--- src/rtl/pp_pkg.sv ---
// Package: shared types and constants for the predicate prefix controller.
// Assumes a 16-bit instruction word with a 4-bit opcode in the top bits.
package pp_pkg;
    // Opcode value reserved for the predicate prefix.
    localparam logic [3:0] PP_PFX_OPC = 4'b1011;

    // Guard sequencer states.
    typedef enum logic [1:0] {
        PP_IDLE  = 2'd0,   // no prefix pending
        PP_ARMED = 2'd1,   // prefix decoded, waiting for the guarded instruction
        PP_GUARD = 2'd2    // guarded instruction in flight
    } pp_state_e;
endpackage

--- src/rtl/pp_decode.sv ---
// Module: pp_decode
// Recognises the prefix opcode and evaluates its condition field against the
// flags. Purely combinational. Assumes the opcode sits in the top OPC_W bits
// of the field and the condition bits sit directly below it.
module pp_decode #(
    parameter int          OPC_W   = 4,
    parameter int          CC_W    = 3,
    parameter logic [OPC_W-1:0] PFX_OPC = 4'b1011,
    localparam int         FLD_W   = OPC_W + CC_W
) (
    input  logic             valid_i,
    input  logic [FLD_W-1:0] fld_i,     // {opcode, condition bits}
    input  logic [CC_W-1:0]  cc_i,
    output logic             pfx_hit_o,
    output logic             cond_o
);
    logic [CC_W-1:0] term;

    // Match the prefix opcode on a valid decode.
    always_comb pfx_hit_o = valid_i && (fld_i[FLD_W-1 -: OPC_W] == PFX_OPC);

    // One AND term per condition bit, like a branch test.
    for (genvar g = 0; g < CC_W; g++) begin : g_term
        assign term[g] = fld_i[g] & cc_i[g];
    end

    // Condition is true if any selected flag is set.
    always_comb cond_o = |term;

    // An empty selection can never be true.
    always_comb begin
        if (fld_i[CC_W-1:0] == '0) begin
            a_empty_false_r3: assert (!cond_o);
        end
    end
endmodule

--- src/rtl/pp_seq.sv ---
// Module: pp_seq
// Holds the guard state and the skip flag. Arms on a prefix decode, captures
// the guarded instruction, and releases on that instruction's completion.
// Assumes the caller asserts done_i once per instruction.
module pp_seq
    import pp_pkg::*;
(
    input  logic      clk,
    input  logic      rst_n,
    input  logic      valid_i,
    input  logic      pfx_hit_i,
    input  logic      cond_i,
    input  logic      done_i,
    output pp_state_e st_o,
    output logic      suppress_o
);
    pp_state_e st_q, st_d;
    logic      skip_q, skip_d;
    logic      take_guard;

    // A non-prefix instruction decoded while armed is the guarded one.
    always_comb take_guard = (st_q == PP_ARMED) && valid_i && !pfx_hit_i;

    // Next-state and skip-flag logic.
    always_comb begin
        st_d   = st_q;
        skip_d = skip_q;
        if (pfx_hit_i) begin
            st_d   = PP_ARMED;
            skip_d = !cond_i;
        end else begin
            unique case (st_q)
                PP_ARMED: if (take_guard) st_d = done_i ? PP_IDLE : PP_GUARD;
                PP_GUARD: if (done_i)     st_d = PP_IDLE;
                default:                  st_d = PP_IDLE;
            endcase
        end
        if (st_d == PP_IDLE) skip_d = 1'b0;
    end

    // State registers with synchronous active-low reset.
    always_ff @(posedge clk) begin
        if (!rst_n) begin
            st_q   <= PP_IDLE;
            skip_q <= 1'b0;
        end else begin
            st_q   <= st_d;
            skip_q <= skip_d;
        end
    end

    // Suppress the guarded instruction over its whole life when skipping.
    always_comb suppress_o = skip_q && ((st_q == PP_GUARD) || take_guard);

    always_comb st_o = st_q;

    p_reset_idle_r1: assert property (@(posedge clk)
        !rst_n |=> (st_q == PP_IDLE && !skip_q));
    p_arm_on_prefix_r2: assert property (@(posedge clk) disable iff (!rst_n)
        pfx_hit_i |=> st_q == PP_ARMED);
    p_skip_from_cond_r3: assert property (@(posedge clk) disable iff (!rst_n)
        pfx_hit_i |=> skip_q == !$past(cond_i));
    p_release_r6: assert property (@(posedge clk) disable iff (!rst_n)
        (st_q == PP_GUARD && done_i && !pfx_hit_i) |=> st_q == PP_IDLE);
    p_rearm_r7: assert property (@(posedge clk) disable iff (!rst_n)
        (st_q == PP_ARMED && pfx_hit_i) |=> st_q == PP_ARMED);
    p_single_cycle_r8: assert property (@(posedge clk) disable iff (!rst_n)
        (take_guard && done_i) |=> st_q == PP_IDLE);
    p_armed_holds_r10: assert property (@(posedge clk) disable iff (!rst_n)
        (st_q == PP_ARMED && !valid_i) |=> (st_q == PP_ARMED && $stable(skip_q)));
endmodule

--- src/rtl/pp_cc_gate.sv ---
// Module: pp_cc_gate
// Blocks the control store's condition-code load while a guard is active.
// Assumes hold_i is high for the whole guard window.
module pp_cc_gate (
    input  logic ldcc_req_i,
    input  logic hold_i,
    output logic ldcc_o
);
    // Load passes only when no guard holds the flags.
    always_comb ldcc_o = ldcc_req_i && !hold_i;
endmodule

--- src/rtl/pred_prefix_ctrl.sv ---
// Module: pred_prefix_ctrl
// Top level of the predicate prefix controller. Decodes the prefix, sequences
// the guard window, and gates the condition-code load. Assumes ir is stable
// while instr_valid is high.
module pred_prefix_ctrl
    import pp_pkg::*;
#(
    parameter int IR_W  = 16,
    parameter int OPC_W = 4,
    parameter int CC_W  = 3,
    localparam int FLD_W = OPC_W + CC_W
) (
    input  logic            clk,
    input  logic            rst_n,
    input  logic            instr_valid,
    input  logic [IR_W-1:0] ir,
    input  logic [CC_W-1:0] cc_nzp,
    input  logic            instr_done,
    input  logic            ldcc_req,
    output logic            exec_suppress,
    output logic            ldcc_gated
);
    logic      pfx_hit, cond;
    pp_state_e st;
    logic      unused_ir_low;

    assign unused_ir_low = ^ir[IR_W-FLD_W-1:0];

    pp_decode #(.OPC_W(OPC_W), .CC_W(CC_W), .PFX_OPC(PP_PFX_OPC)) u_dec (
        .valid_i  (instr_valid),
        .fld_i    (ir[IR_W-1 -: FLD_W]),
        .cc_i     (cc_nzp),
        .pfx_hit_o(pfx_hit),
        .cond_o   (cond)
    );

    pp_seq u_seq (
        .clk       (clk),
        .rst_n     (rst_n),
        .valid_i   (instr_valid),
        .pfx_hit_i (pfx_hit),
        .cond_i    (cond),
        .done_i    (instr_done),
        .st_o      (st),
        .suppress_o(exec_suppress)
    );

    pp_cc_gate u_gate (
        .ldcc_req_i(ldcc_req),
        .hold_i    (st != PP_IDLE),
        .ldcc_o    (ldcc_gated)
    );

    p_guard_blocks_cc_r4: assert property (@(posedge clk) disable iff (!rst_n)
        (st != PP_IDLE) |-> !ldcc_gated);
    p_suppress_in_guard_r5: assert property (@(posedge clk) disable iff (!rst_n)
        exec_suppress |-> (st != PP_IDLE && !ldcc_gated));
    p_idle_transparent_r9: assert property (@(posedge clk) disable iff (!rst_n)
        (st == PP_IDLE) |-> (!exec_suppress && ldcc_gated == ldcc_req));
endmodule

--- config.mk ---
export PLATFORM = sky130hd
export DESIGN_NAME = pred_prefix_ctrl
export DESIGN_NICKNAME = d
export VERILOG_FILES = /design/src/rtl/pp_pkg.sv /design/src/rtl/pp_decode.sv /design/src/rtl/pp_seq.sv /design/src/rtl/pp_cc_gate.sv /design/src/rtl/pred_prefix_ctrl.sv
export SDC_FILE = /design/constraint.sdc
export NUM_CORES = 1
export LEC_CHECK = 0
export BUFFER_PORTS_ARGS = -buffer_cell sky130_fd_sc_hd__buf_2
export CAP_MARGIN = 30
export CELL_PAD_IN_SITES_DETAIL_PLACEMENT = 1
export CELL_PAD_IN_SITES_GLOBAL_PLACEMENT = 2
export CORE_MARGIN = 2
export CORE_UTILIZATION = 17
export DETAILED_ROUTE_END_ITERATION = 8
export PLACE_DENSITY = 0.85
export SYNTH_ARGS = -nofsm -noshare
export SYNTH_HDL_FRONTEND = slang
export SYNTH_SLANG_ARGS = --single-unit
--- constraint.sdc ---
create_clock -name clk -period 2.05 [get_ports clk]
set_input_delay 0.3075 -clock clk [delete_from_list [all_inputs] [get_ports clk]]
set_output_delay 0.3075 -clock clk [all_outputs]
set_load 0.05 [all_outputs]
==> out/metrics.yaml, run 1 <==
status: "finished, final reports clean"
grt_pass1_vias: 305
p_per_area_nw_per_um2: 475
hold_buffers: 0
via_count: 316
gp_congestion: 0.760
cts_sinks: 3
critPathBufInv: 2
syn_area_per_cell_sq_um: 8.92
min_path_type: "input port to flop"
area_growth_pct: 45.7
cts-root-buf: "clkbuf_4"
clk_path_buf_depth: 2
yosys.area.top_type: "dfxtp_1"
required_ps: 1740
synth_warnings: 0
cp_data_arrival_time_ps: 1370
reg2reg_depth: 6
grt_overflow: 0
drive_above_1_share_pct: 51.0
timing.setup.tns_ps: 0
leakagePower_uw: 0.000177
clk_pin_slew_ps: 40
max_freq_mhz: 595
cts_resized: 0
r2r-end: "u_seq.skip_q"
initial_core_util_pct: 18.1
whs_path_depth: 3
cts_setup_buffers: 0
crit_path_cell_trace: "inv_1 -> ha_1 -> nand2_1 -> nor2_1 -> o21a_1 -> buf_2"
critPathKind: "flop to primary output"
crit_path_max_incr_delay_ps: 300
routed_wl_microns: 720
drc: 0
first_pass_iters: 4
cp.depth: 6
final-hold-violation-count: 0
ir_worst_vdd_mv: 0.142
netlist_instances: 31
synth_edf_count: 0
crit_path_start_kind: "flop"
n_antenna_cell: 0
grt_use_total_pct: 8.90
worst_pin_slew_ps: 297
post-route-period-util_pct: 82.0
slew_violations: 0
reg2reg_slack_ps: 710
min_from: "rst_n"
critPathMaxFanout: 4
grt_start_max_net_pins: 6
cap_violations: 0
fp.dieW_microns: 44.3
numCtsBuffers: 3
r2r_start: "u_seq.st_o[0]"
synth_seq_cells: 3
rsz0062_at_grt: "false"
antenna_found_initial: 0
vias_per_cell: 4.72
whs_endpoint: "u_seq.skip_q"
synth_nets: 58
cts_tree: "built"
floorplan.rows: 14
netlist_area_sq_um: 277
max_slew_margin_pct: 80.2
io_pins: 26
cp_slowest_cell: "dfxtp_1"
fillerInstances: 185
port_buffers: 16
synthTopCellsByCount: "inv_1, nor2_1, dfxtp_1, ha_1, o21ai_0"
wire_per_inst_microns: 10.7
synth_ff_type: "dfxtp_1"
ys_async_sr_fraction_pct: 0
ctsHtreeMaxLevel: 1
seqCellArea_sq_um: 60.1
ys_seq_area_share_pct: 21.7
period_needed_ps: 1680
core-area_sq_um: 1520
multi_input_area_sq_um: 201
crit_path_end_kind: "primary output"
synth_top_area_share_pct: 21.7
dpl_worst_slack_ps: 606
fin_nets: 79
hpwl_microns: 613
clock_latency_ps: 230
drt-initial-drc-count: 4
finClkSkew_ps: 0.603
ys_types: 20
die_h_microns: 44.3
netlist_top_cells_area: "dfxtp_1, ha_1, o311ai_2"
ant_nets: 0
critical_path.top_delay_family: "buffers and inverters"
grt_pass1_wl_microns: 1250
dieArea_sq_um: 1970
setup_viol: 0
layout_setup_ws_ps: 369
## area by class of cell
cell class | instances | area share [%]
Timing Repair Buffer | 16 | 19.9
Clock buffer | 4 | 6.52
Multi-Input combinational cell | 24 | 50.0
Inverter | 4 | 3.73
Tap cell | 16 | 4.97
Sequential cell | 3 | 14.9
## worst reg2reg max path: stages, from the launching register on
cell and delay [ps]:
dfxtp_1 340, inv_1 70, ha_1 230, nand2b_2 80
nor2_1 50, o311ai_2 340, o211ai_2 100
## metal layers
| layer | share of wire [%] | vias up | global-route usage, % |
|---|---|---|---|
| met3 | 7.2 | 2 | 6.12 |
| met1 | 47 | 144 | 10.1 |
| met2 | 45 | 11 | 13.8 |
| met4 | 0.69 | 0 | 1.82 |
| li1 | - | 159 | - |
| met5 | 0 | - | 0 |
## cells by family after synthesis
kind of cell               Yosys count  synth area share [%]
AOI/OAI and AO/OA                    9                  31.7
adders and majority gates            3                  13.6
buffers and inverters                4                  5.43
DFF                                  3                  21.7
and+or+nand+nor                     12                  27.6
## how the worst max path moves through the flow
stage	startpoint	endpoint	slack [ps]
after floorplan	u_seq.st_o[1]	exec_suppress	620
after global placement	u_seq.st_o[1]	exec_suppress	610
after detailed placement	ir[13]	exec_suppress	610
after CTS	u_seq.st_o[1]	exec_suppress	350
after global routing	u_seq.st_o[1]	exec_suppress	250
final	u_seq.st_o[1]	exec_suppress	370
## power by group
part           leakage, uW  switching (uW)  internal (uW)  total (uW)
Sequential       0.0000242           0.250           59.0        59.3
Combinational     0.000138            14.7           14.2        28.9
Clock            0.0000150            30.1           72.9         103
## cell usage in the layout (no fill, tap or decap), drive strengths merged
cell / n
nand3: 1
nor2: 4
clkbuf: 4
inv: 4
o2111ai: 1
nand4b: 1
ha: 3
o21ai: 2
nor3: 1
o211ai: 1
buf: 16
a222oi: 1
and4b: 1
dfxtp: 3
o311ai: 1
a32o: 1
nand2: 1
o21a: 1
nand2b: 1
and2: 1
a211oi: 1
and3: 1
## registers in the layout, indices dropped and copies added (netlist names)
register      cells
u_seq.st_o        2
u_seq.skip_q      1
## through the flow
stage / total power [uW] / std cells / utilization (%) / instance area, sq um / hold WS, ps
after detailed placement: 89.1 / 63 / 24.7 / 377 / 578
after global placement: 88.2 / 63 / 24.7 / 377 / 562
after floorplan: 71.0 / 31 / - / 277 / 456
after global routing: 210 / 67 / 26.4 / 403 / 386
final: 191 / 67 / 26.4 / 403 / 377
after CTS: 196 / 67 / 26.4 / 403 / 375
Power figures use the tool's default switching activity.
==> inputs of run 2 (changes only) <==
--- a/config.mk
+++ b/config.mk
@@ -10,9 +10,9 @@
 export CELL_PAD_IN_SITES_DETAIL_PLACEMENT = 1
 export CELL_PAD_IN_SITES_GLOBAL_PLACEMENT = 2
 export CORE_MARGIN = 2
-export CORE_UTILIZATION = 17
+export CORE_UTILIZATION = 16
 export DETAILED_ROUTE_END_ITERATION = 8
-export PLACE_DENSITY = 0.85
+export PLACE_DENSITY = 0.81
 export SYNTH_ARGS = -nofsm -noshare
 export SYNTH_HDL_FRONTEND = slang
 export SYNTH_SLANG_ARGS = --single-unit
==> constraint.sdc (replaced) <==
create_clock -name clk -period 1.75 [get_ports clk]
set_input_delay 0.2625 -clock clk [delete_from_list [all_inputs] [get_ports clk]]
set_output_delay 0.2625 -clock clk [all_outputs]
set_load 0.05 [all_outputs]
==> run 2 against run 1 <==
  * Clock power rose by 26%
  * Cell count up 1.5%
  * Worst setup slack worse by 240 ps
  * Critical endpoint unchanged
  * Critical path type unchanged
==> out/metrics.yaml, run 2 (synthesized netlist as in run 1, its figures left out) <==
hpwl_microns: 645
drive_above_1_share_pct: 51.0
gp_congestion: 0.734
drc: 0
critPathKind: "flop to primary output"
setup_viol: 0
routed_wl_microns: 770
numCtsBuffers: 3
grt_pass1_vias: 306
power_uw: 233
ctsHtreeMaxLevel: 1
ir_worst_vdd_mv: 0.185
p_per_area_nw_per_um2: 574
cts_setup_buffers: 0
worst_pin_slew_ps: 305
cts-root-buf: "clkbuf_4"
r2r_start: "u_seq.st_o[0]"
multi_input_area_sq_um: 201
mostFrequentLayoutCells: "buf_2, inv_1, nor2_1"
dieArea_sq_um: 2080
cts_tree: "built"
core-area_sq_um: 1670
post-route-period-util_pct: 92.6
finClkSkew_ps: 5.70
port_buffers: 16
clock_latency_ps: 250
cts_sinks: 3
cp_data_arrival_time_ps: 1360
final_util_pct: 24.3
reg2reg_slack_ps: 420
crit_path_start_kind: "flop"
grt_overflow: 0
io_pins: 26
timing.setup.tns_ps: 0
final_common_cell: "buf_2"
cap_violations: 0
via_count: 313
seqCellArea_sq_um: 60.1
grt_pass1_wl_microns: 1260
crit_path_end_kind: "primary output"
min_path_type: "input port to flop"
first_pass_iters: 4
min_from: "rst_n"
antenna_found_initial: 0
hold_buffers: 0
leakagePower_uw: 0.000177
wire_per_inst_microns: 11.3
whs_path_depth: 3
max_slew_margin_pct: 79.6
drt-initial-drc-count: 3
final-hold-violation-count: 0
die_h_microns: 45.6
grt_start_max_net_pins: 6
critPathMaxFanout: 4
area_growth_pct: 47.1
fp.dieW_microns: 45.6
period_needed_ps: 1620
whs_endpoint: "u_seq.skip_q"
fillerInstances: 199
n_antenna_cell: 0
required_ps: 1490
rsz0062_at_grt: "false"
r2r-end: "u_seq.skip_q"
initial_core_util_pct: 16.6
clk_path_buf_depth: 2
cts_resized: 0
grt_use_total_pct: 8.76
floorplan.rows: 15
largest_reg_flops: 2
vias_per_cell: 4.60
reg2reg_depth: 6
slew_violations: 0
fin_nets: 79
ant_nets: 0
clk_pin_slew_ps: 40
max_freq_mhz: 617
status: "finished, final reports clean"
## run 2: changes by cell type in the layout (fill, tap and decap cells not counted)
cell	before	now
buf_2	16	15
buf_4	0	1
## run 2: layout make-up
type	count	share of cell area [%]
flip-flops and latches	3	14.8
multi-input cells	24	49.5
well taps	17	5.23
clock buffers	4	6.46
inverters	4	3.69
repair buffers	16	20.3
## run 2: power by group
part           leakage [uW]  switching, uW  internal (uW)
logic              0.000138           17.4           16.7
registers         0.0000242          0.280           69.1
clock network     0.0000150           44.0           86.0
total              0.000177           61.7            172
## run 2: critical path, stage by stage (launching register included)
cell	delay [ps]
dfxtp_1	330
inv_1	90
ha_1	200
nand2_1	100
nor2_1	50
o21a_1	160
buf_4	180
## run 2: how the worst max path moves through the flow
stage | cells after the start | to | slack (ps) | from
after floorplan | 5 | exec_suppress | 370 | u_seq.st_o[1]
after global placement | 6 | exec_suppress | 360 | u_seq.st_o[1]
after detailed placement | 6 | exec_suppress | 330 | u_seq.st_o[1]
after CTS | 6 | exec_suppress | 70 | u_seq.st_o[1]
after global routing | 6 | exec_suppress | 10 | u_seq.st_o[1]
final | 6 | exec_suppress | 130 | u_seq.st_o[1]
## run 2: through the flow
stage | hold WS (ps) | setup slack [ps] | std cells | area, sq um
2_1_floorplan | 411 | 367 | 31 | 277
5_1_grt | 346 | 9.67 | 68 | 407
4_1_cts | 333 | 67.6 | 68 | 404
3_5_place_dp | 553 | 332 | 64 | 378
6_report | 328 | 130 | 68 | 407
3_3_place_gp | 558 | 360 | 64 | 378
## run 2: metal layers
metal  track usage (%)  share of wire (%)  wire length [microns]  vias up
met4              7.06                2.5                     19        0
met3              2.38                7.9                     61        2
li1                  -                  -                      -      157
met1              10.7                 42                    325      138
met2              12.7                 47                    365       16
met5                 0                  0                      0        -
